### src/rtl/spi_mem_pkg.sv
package spi_mem_pkg;

  typedef enum logic [2:0] {
    PH_OPC, PH_ADH, PH_ADL, PH_RD, PH_WR, PH_SKIP
  } phase_e;

  typedef enum logic [2:0] {
    OP_NONE, OP_WREN, OP_WRDI, OP_RDSR, OP_WRSR, OP_READ, OP_WRITE
  } op_e;

  // f = {upper nibble, low three bits}; bit 3 of the byte never reaches here
  function automatic op_e op_decode(input logic [6:0] f);
    if (f[6:3] != 4'd0) return OP_NONE;
    case (f[2:0])
      3'b110:  return OP_WREN;
      3'b100:  return OP_WRDI;
      3'b101:  return OP_RDSR;
      3'b001:  return OP_WRSR;
      3'b011:  return OP_READ;
      3'b010:  return OP_WRITE;
      default: return OP_NONE;
    endcase
  endfunction

endpackage

### src/rtl/spi_sync_edge.sv
module spi_sync_edge #(
  parameter int STAGES = 2
) (
  input  logic clk,
  input  logic rst_n,
  input  logic sck_i,
  input  logic cs_n_i,
  input  logic mosi_i,
  output logic rst_sn,
  output logic sck_rise,
  output logic sck_fall,
  output logic cs_act,
  output logic cs_start,
  output logic cs_end,
  output logic mosi_s
);

  logic [1:0]        rst_sh;
  logic [STAGES-1:0] sck_sh, cs_sh, mo_sh;
  logic              sck_d, cs_d;

  // reset asserted at once, released on the clock
  always_ff @(posedge clk or negedge rst_n) begin
    if (!rst_n) rst_sh <= 2'b00;
    else        rst_sh <= {rst_sh[0], 1'b1};
  end
  assign rst_sn = rst_sh[1];

  always_ff @(posedge clk or negedge rst_sn) begin
    if (!rst_sn) begin
      sck_sh <= '0;
      cs_sh  <= '1;
      mo_sh  <= '0;
      sck_d  <= 1'b0;
      cs_d   <= 1'b1;
    end else begin
      sck_sh <= {sck_sh[STAGES-2:0], sck_i};
      cs_sh  <= {cs_sh[STAGES-2:0], cs_n_i};
      mo_sh  <= {mo_sh[STAGES-2:0], mosi_i};
      sck_d  <= sck_sh[STAGES-1];
      cs_d   <= cs_sh[STAGES-1];
    end
  end

  assign sck_rise = sck_sh[STAGES-1] & ~sck_d;
  assign sck_fall = ~sck_sh[STAGES-1] & sck_d;
  assign cs_act   = ~cs_sh[STAGES-1];
  assign cs_start = ~cs_sh[STAGES-1] & cs_d;
  assign cs_end   = cs_sh[STAGES-1] & ~cs_d;
  assign mosi_s   = mo_sh[STAGES-1];

endmodule

### src/rtl/spi_wr_buf.sv
module spi_wr_buf #(
  parameter int DEPTH = 32,
  localparam int IW = $clog2(DEPTH),
  localparam int CW = $clog2(DEPTH + 1)
) (
  input  logic          clk,
  input  logic          rst_sn,
  input  logic          clr,
  input  logic          push,
  input  logic [7:0]    push_data,
  input  logic [IW-1:0] rd_idx,
  output logic [7:0]    rd_data,
  output logic [CW-1:0] count
);

  logic [7:0]    store [DEPTH];
  logic [CW-1:0] count_n;
  logic          accept;

  assign accept = push && (count < CW'(DEPTH));

  always_comb begin
    count_n = count;
    if (clr)         count_n = '0;
    else if (accept) count_n = count + CW'(1);
  end

  always_ff @(posedge clk or negedge rst_sn) begin
    if (!rst_sn) count <= '0;
    else         count <= count_n;
  end

  always_ff @(posedge clk) begin
    if (accept && !clr) store[count[IW-1:0]] <= push_data;
  end

  assign rd_data = store[rd_idx];


  full_drop_chk: assert property (@(posedge clk) disable iff (!rst_sn)
    (push && !clr && count == CW'(DEPTH)) |=> $stable(count));


  no_overflow_chk: assert property (@(posedge clk) disable iff (!rst_sn)
    count <= CW'(DEPTH));

endmodule

### src/rtl/spi_mem_engine.sv
module spi_mem_engine
  import spi_mem_pkg::*;
#(
  parameter int AW          = 13,
  parameter int BUF_DEPTH   = 32,
  parameter int SYNC_STAGES = 2
) (
  input  logic          clk,
  input  logic          rst_n,
  input  logic          sck,
  input  logic          cs_n,
  input  logic          mosi,
  output logic          miso,
  output logic          miso_oe,
  output logic          wel,
  output logic [AW-1:0] mem_raddr,
  input  logic [7:0]    mem_rdata,
  output logic          mem_we,
  output logic [AW-1:0] mem_waddr,
  output logic [7:0]    mem_wdata,
  input  logic          prot_ok,
  input  logic [7:0]    stat_rdata,
  output logic          stat_we,
  output logic [7:0]    stat_wdata,
  input  logic          stat_wr_ok
);

  localparam int IW = $clog2(BUF_DEPTH);
  localparam int CW = $clog2(BUF_DEPTH + 1);

  logic rst_sn, sck_rise, sck_fall, cs_act, cs_start, cs_end, mosi_s;

  spi_sync_edge #(.STAGES(SYNC_STAGES)) u_sync (
    .clk(clk), .rst_n(rst_n), .sck_i(sck), .cs_n_i(cs_n), .mosi_i(mosi),
    .rst_sn(rst_sn), .sck_rise(sck_rise), .sck_fall(sck_fall),
    .cs_act(cs_act), .cs_start(cs_start), .cs_end(cs_end), .mosi_s(mosi_s)
  );

  phase_e        phase_q, phase_n;
  op_e           op_q, op_n, dec;
  logic [2:0]    bitcnt_q, bitcnt_n, txcnt_q, txcnt_n;
  logic [6:0]    rx_q, rx_n;
  logic [7:0]    tx_q, tx_n, rx_byte;
  logic [AW-1:0] addr_q, addr_n, cm_base_q, cm_base_n;
  logic          miso_q, miso_n, tx_live_q, tx_live_n, load_q, load_n;
  logic          wel_q, wel_n, cm_busy_q, cm_busy_n, stat_we_q, stat_we_n;
  logic [IW-1:0] cm_idx_q, cm_idx_n;
  logic [CW-1:0] cm_cnt_q, cm_cnt_n, buf_count;
  logic          buf_push, buf_clr, byte_done, armed_wr;
  logic [7:0]    buf_rdata;

  spi_wr_buf #(.DEPTH(BUF_DEPTH)) u_buf (
    .clk(clk), .rst_sn(rst_sn), .clr(buf_clr), .push(buf_push),
    .push_data(rx_byte), .rd_idx(cm_busy_q ? cm_idx_q : '0),
    .rd_data(buf_rdata), .count(buf_count)
  );

  assign rx_byte   = {rx_q, mosi_s};
  assign byte_done = sck_rise && (bitcnt_q == 3'd7);
  assign armed_wr  = (phase_q == PH_WR) && wel_q && (buf_count != '0);
  assign dec       = op_decode({rx_byte[7:4], rx_byte[2:0]});

  always_comb begin
    phase_n = phase_q;  op_n = op_q;       bitcnt_n = bitcnt_q;
    txcnt_n = txcnt_q;  rx_n = rx_q;       tx_n = tx_q;
    addr_n = addr_q;    miso_n = miso_q;   tx_live_n = tx_live_q;
    load_n = load_q;    wel_n = wel_q;     cm_busy_n = cm_busy_q;
    cm_idx_n = cm_idx_q; cm_cnt_n = cm_cnt_q; cm_base_n = cm_base_q;
    stat_we_n = 1'b0;   buf_push = 1'b0;   buf_clr = 1'b0;

    if (cm_busy_q) begin
      cm_idx_n = cm_idx_q + IW'(1);
      if (CW'(cm_idx_q) + CW'(1) == cm_cnt_q) cm_busy_n = 1'b0;
    end

    if (cs_start) begin
      phase_n = PH_OPC;  op_n = OP_NONE; bitcnt_n = '0;
      tx_live_n = 1'b0;  load_n = 1'b0;  miso_n = 1'b0;
      buf_clr = 1'b1;
    end else if (cs_end) begin
      if (bitcnt_q == 3'd0) begin
        unique case (op_q)
          OP_WREN: wel_n = 1'b1;
          OP_WRDI: wel_n = 1'b0;
          OP_WRITE: if (armed_wr) begin
            wel_n = 1'b0;       cm_busy_n = 1'b1;   cm_idx_n = '0;
            cm_cnt_n = buf_count; cm_base_n = addr_q;
          end
          OP_WRSR: if (armed_wr) begin
            wel_n = 1'b0;
            stat_we_n = stat_wr_ok;
          end
          default: ;
        endcase
      end
      phase_n = PH_OPC;  op_n = OP_NONE;
      tx_live_n = 1'b0;  load_n = 1'b0;  miso_n = 1'b0;
    end else if (cs_act) begin
      if (sck_rise) begin
        bitcnt_n = bitcnt_q + 3'd1;
        rx_n     = {rx_q[5:0], mosi_s};
        unique case (phase_q)
          PH_OPC: if (byte_done) begin
            op_n = dec;
            unique case (dec)
              OP_READ, OP_WRITE: phase_n = PH_ADH;
              OP_RDSR: begin phase_n = PH_RD; load_n = 1'b1; end
              OP_WRSR: phase_n = PH_WR;
              default: phase_n = PH_SKIP;
            endcase
          end
          PH_ADH: begin
            addr_n = {addr_q[AW-2:0], mosi_s};
            if (byte_done) phase_n = PH_ADL;
          end
          PH_ADL: begin
            addr_n = {addr_q[AW-2:0], mosi_s};
            if (byte_done) begin
              if (op_q == OP_READ) begin phase_n = PH_RD; load_n = 1'b1; end
              else phase_n = PH_WR;
            end
          end
          PH_WR: buf_push = byte_done;
          default: ;
        endcase
      end
      if (sck_fall && tx_live_q) begin
        miso_n  = tx_q[7];
        tx_n    = {tx_q[6:0], 1'b0};
        txcnt_n = txcnt_q + 3'd1;
        if (txcnt_q == 3'd7) begin
          load_n = 1'b1;
          if (op_q == OP_READ) addr_n = addr_q + AW'(1);
        end
      end
      if (load_q) begin
        tx_n = (op_q == OP_RDSR) ? stat_rdata : mem_rdata;
        tx_live_n = 1'b1;  txcnt_n = '0;  load_n = 1'b0;
      end
    end
  end

  always_ff @(posedge clk or negedge rst_sn) begin
    if (!rst_sn) begin
      phase_q <= PH_OPC;  op_q <= OP_NONE;  bitcnt_q <= '0;
      txcnt_q <= '0;      rx_q <= '0;       tx_q <= '0;
      addr_q <= '0;       miso_q <= 1'b0;   tx_live_q <= 1'b0;
      load_q <= 1'b0;     wel_q <= 1'b0;    cm_busy_q <= 1'b0;
      cm_idx_q <= '0;     cm_cnt_q <= '0;   cm_base_q <= '0;
      stat_we_q <= 1'b0;
    end else begin
      phase_q <= phase_n;  op_q <= op_n;    bitcnt_q <= bitcnt_n;
      txcnt_q <= txcnt_n;  rx_q <= rx_n;    tx_q <= tx_n;
      addr_q <= addr_n;    miso_q <= miso_n; tx_live_q <= tx_live_n;
      load_q <= load_n;    wel_q <= wel_n;  cm_busy_q <= cm_busy_n;
      cm_idx_q <= cm_idx_n; cm_cnt_q <= cm_cnt_n; cm_base_q <= cm_base_n;
      stat_we_q <= stat_we_n;
    end
  end

  assign miso       = miso_q;
  assign miso_oe    = cs_act;
  assign wel        = wel_q;
  assign mem_raddr  = addr_q;
  assign mem_we     = cm_busy_q && prot_ok;
  assign mem_waddr  = cm_base_q + AW'(cm_idx_q);
  assign mem_wdata  = buf_rdata;
  assign stat_we    = stat_we_q;
  assign stat_wdata = buf_rdata;


  stat_we_wel_chk: assert property (@(posedge clk) disable iff (!rst_sn)
    stat_we_q |-> (!wel_q && $past(wel_q)));


  commit_disarm_chk: assert property (@(posedge clk) disable iff (!rst_sn)
    $rose(cm_busy_q) |-> !wel_q);


  partial_byte_chk: assert property (@(posedge clk) disable iff (!rst_sn)
    (cs_end && bitcnt_q != 3'd0 && !cm_busy_q) |=>
      (!cm_busy_q && !stat_we_q && $stable(wel_q)));


  disarm_chk: assert property (@(posedge clk) disable iff (!rst_sn)
    (cs_end && bitcnt_q == 3'd0 && op_q == OP_WRDI) |=> !wel_q);


  deselect_idle_chk: assert property (@(posedge clk) disable iff (!rst_sn)
    cs_end |=> (!miso_q && !tx_live_q));

endmodule

### config.mk
export PLATFORM = sky130hd
export DESIGN_NAME = spi_mem_engine
export DESIGN_NICKNAME = d
export VERILOG_FILES = /design/src/rtl/spi_mem_pkg.sv /design/src/rtl/spi_sync_edge.sv /design/src/rtl/spi_wr_buf.sv /design/src/rtl/spi_mem_engine.sv
export SDC_FILE = /design/constraint.sdc
export NUM_CORES = 1
export LEC_CHECK = 0
export BUFFER_PORTS_ARGS = -buffer_cell sky130_fd_sc_hd__buf_2
export CORE_MARGIN = 2
export CORE_UTILIZATION = 30
export CTS_CLUSTER_DIAMETER = 120
export DETAILED_ROUTE_END_ITERATION = 6
export PLACE_DENSITY_LB_ADDON = 0.25
export SLEW_MARGIN = 15
export SYNTH_ARGS = -nofsm -noshare
export SYNTH_HDL_FRONTEND = slang
export SYNTH_SLANG_ARGS = --single-unit
### constraint.sdc
create_clock -name clk -period 3.2 [get_ports clk]
set_input_delay 0.32 -clock clk [delete_from_list [all_inputs] [get_ports clk]]
set_output_delay 0.32 -clock clk [all_outputs]
set_load 0.02 [all_outputs]
==> metrics.yaml <==
synthesis:
  synth_seq_cells: 342
  synth_edf_count: 256
  synth.avg_cell_area_um2: 13.9
  synth_seq_area_share: 0.658
  async_flop_share: 0.251
  syn_inst: 1075
  syn_area_um2: 15000
  ys.flop_type: "edfxtp_1"
  synthDistinctLibCells: 73
  syn_nets: 1120
  synth_warnings: 0
timing:
  worst-slew-pin-transition_ns: 0.970
  max_freq_ghz: 0.323
  min_period_ns: 3.09
  hold_viol: 0
  post-route-period-util: 0.966
  slew_viol_final: 0
  fin_setup_tns_ns: 0
  rsz0062_at_grt: "no"
  fin_worst_skew_ns: 0.0180
  slew_headroom: 0.353
  layout_setup_ws_ns: 0.107
  setup_viol_count_final: 0
power:
  leakage_nw: 6.53
  p_sw_frac: 0.250
  clock_power_share: 0.389
  p_per_area_nw_per_um2: 583
  pwr-share-seq: 0.524
  intPower_w: 0.00772
  ir_drop_mv: 0.317
  p_sw_w: 0.00258
  pwr-share-comb: 0.087
floorplan:
  fp.dieH_um: 227
  rows: 81
  initial_core_util: 0.305
  die_w_um: 227
  core-area_um2: 49100
  dieArea_um2: 51600
  ios: 70
global_route:
  use_met1: 0.190
  gr-total-overflow: 0
  grt_max_degree: 64
  grt_pass1_vias: 9366
  grt_use_met2: 0.230
  grtUsageTotal: 0.139
  grtUsageMet3: 0.0261
  antenna_found_initial: 0
  busiest_layer: "met2"
  grt_pass1_wl_um: 55300
clock_network:
  ctsHtreeMaxLevel: 2
  clock_path_buffers: 3
  cts_buffers: 37
  cts.clk_slew.worst_paths_ns: 0.06
  cts_tree: "yes"
  clk_latency_ns: 0.54
  cts_sinks: 342
  root_buffer: "clkbuf_16"
drt:
  via_per_inst: 4.94
  dr.pass1.iters: 5
  routed_wirelength_um: 36100
  ant_nets: 0
  drcViolationCount: 0
  dr.first_iter.drc_count: 667
  dr_total_vias: 9272
  wl_per_cell_um: 19.2
place:
  place_inst: 1802
  placed_area_um2: 16300
  place.port_buffers: 69
  routabilityCongestion: 0.810
  dp_slack_ns: 0.319
  place_hpwl_um: 22900
setup_path:
  cpMaxStageDelayCell: "mux4_2"
  cp.depth: 7
  cp.required_ns: 2.88
  path_delay_family: "multiplexers"
  crit_buf_inv: 2
  crit_type: "reg2out"
  crit_fanout: 16
  startpoint_type: "register"
  crit_arrival_ns: 2.77
  slowest_delay_ns: 0.56
  ff2ff_path_depth: 5
  critPathCaptureType: "output pin"
  worstPathCellList: "ha_4 -> buf_12 -> mux4_2 -> a22oi_1 -> a21o_1 -> nand3_1 -> buf_2"
job:
  drv_cap: 0
layout:
  num_antenna_cells: 0
  instances_no_fill: 1878
  final_util: 0.360
  drive_gt1_frac: 0.244
  final_cell_area_um2: 17700
  nets: 1230
  area_growth_syn_to_layout_pct: 18.2
  fill_cells: 4728
run_status:
  status: "complete, no violations"
hold_path:
  hp-class: "in2async"
==> area by class of cell <==
class,instances,area (µm²),area share
clock buffers,54,1010,0.0574
multi-input cells,639,4770,0.270
repair buffers,143,1010,0.0574
flip-flops and latches,342,9850,0.558
clock inverters,14,113,0.00637
well taps,664,831,0.0470
inverters,22,82.6,0.00467
==> flip-flops by register name, summed over array words and instances, names as in the netlist, 3 cells and up <==
name / flops
bitcnt_q: 3
cm_base_q: 13
cm_cnt_q: 6
cm_idx_q: 5
mem_raddr: 13
op_q: 3
phase_q: 3
rx_q: 7
tx_q: 8
txcnt_q: 3
u_buf.count: 6
u_buf.store: 256
==> cells in the final DEF, fill, tap and decap left out, drive strengths merged, types with 12 or more instances in the layout <==
cell	n
buf	136
inv	23
clkinv	12
nand2	100
clkbuf	57
a21oi	28
ha	21
a211oi	14
mux2	39
a22oi	28
nor3	15
o21ai	44
a31oi	20
edfxtp	256
o22a	17
dfrtp	83
mux4	32
nand3	30
nor2	66
a21o	12
o22ai	21
==> power groups by stage <==
stage / combinational [W] / clock, W / sequential (W)
finish: 0.000895 / 0.00400 / 0.00540
CTS: 0.000905 / 0.00411 / 0.00540
detailed placement: 0.000896 / 0 / 0.00549
global route: 0.000994 / 0.00429 / 0.00543
global placement: 0.000882 / 0 / 0.00549
floorplan: 0.000455 / 0 / 0.00552
==> per-layer routing <==
metal / up-vias / part of all wire
met5: - / 0
met3: 36 / 0.045
met1: 4692 / 0.46
met4: 0 / 0.013
met2: 207 / 0.48
li1: 4337 / -
==> through the flow <==
stage	power, W	hold WS, ns
floorplan	0.00598	0.0244
global placement	0.00637	0.106
detailed placement	0.00639	0.110
CTS	0.0104	0.0744
global route	0.0107	0.0893
finish	0.0103	0.105
==> logic make-up after synthesis <==
logic type	count (synthesis)	share of synthesized area
buffers and inverters	94	0.0290
and+or+nand+nor	292	0.0951
DFF	342	0.658
muxes	80	0.0861
AOI/OAI and AO/OA	226	0.102
xor gates and xnor gates	18	0.0105
adders and majority gates	22	0.0189
other	1	0.000251
==> cells in the mapped netlist (all sizes together) (15+ instances only) <==
library cell / number / share of area
edfxtp: 256 / 0.51
o22ai: 21 / 0.0088
clkbuf: 42 / 0.011
mux4: 32 / 0.048
a31oi: 20 / 0.0084
nor3: 15 / 0.0050
a21oi: 28 / 0.0094
o21ai: 44 / 0.015
o22a: 17 / 0.010
mux2: 39 / 0.032
nand3: 30 / 0.010
inv: 22 / 0.0055
a22oi: 28 / 0.014
buf: 30 / 0.013
ha: 21 / 0.018
dfrtp: 83 / 0.14
nand2: 100 / 0.025
nor2: 66 / 0.017
==> path summary, 6_finish.rpt <==
check | start | endpoint | slack, ns
max in group asynchronous | u_sync.rst_sh[1] | u_sync.cs_d | 1.97
hold reg to reg | u_sync.sck_sh[0] | u_sync.sck_sh[1] | 0.35
setup reg to reg | u_sync.cs_sh[1] | cm_base_q[10] | 0.41
hold / removal | rst_n | u_sync.rst_sh[1] | 0.11
min in group clk | stat_wr_ok | stat_we | 0.14
setup / recovery | cm_idx_q[0] | mem_wdata[1] | 0.11
==> timing repair <==
action,in CTS,in global routing
pin swaps,0,0
endpoints found under the setup margin,21,19
endpoints found under the hold margin,5,0
setup buffers,0,1
gates cloned,0,3
gates resized for setup,13,14
hold buffers,4,0
Note: power is estimated with default switching activity, not from simulation.
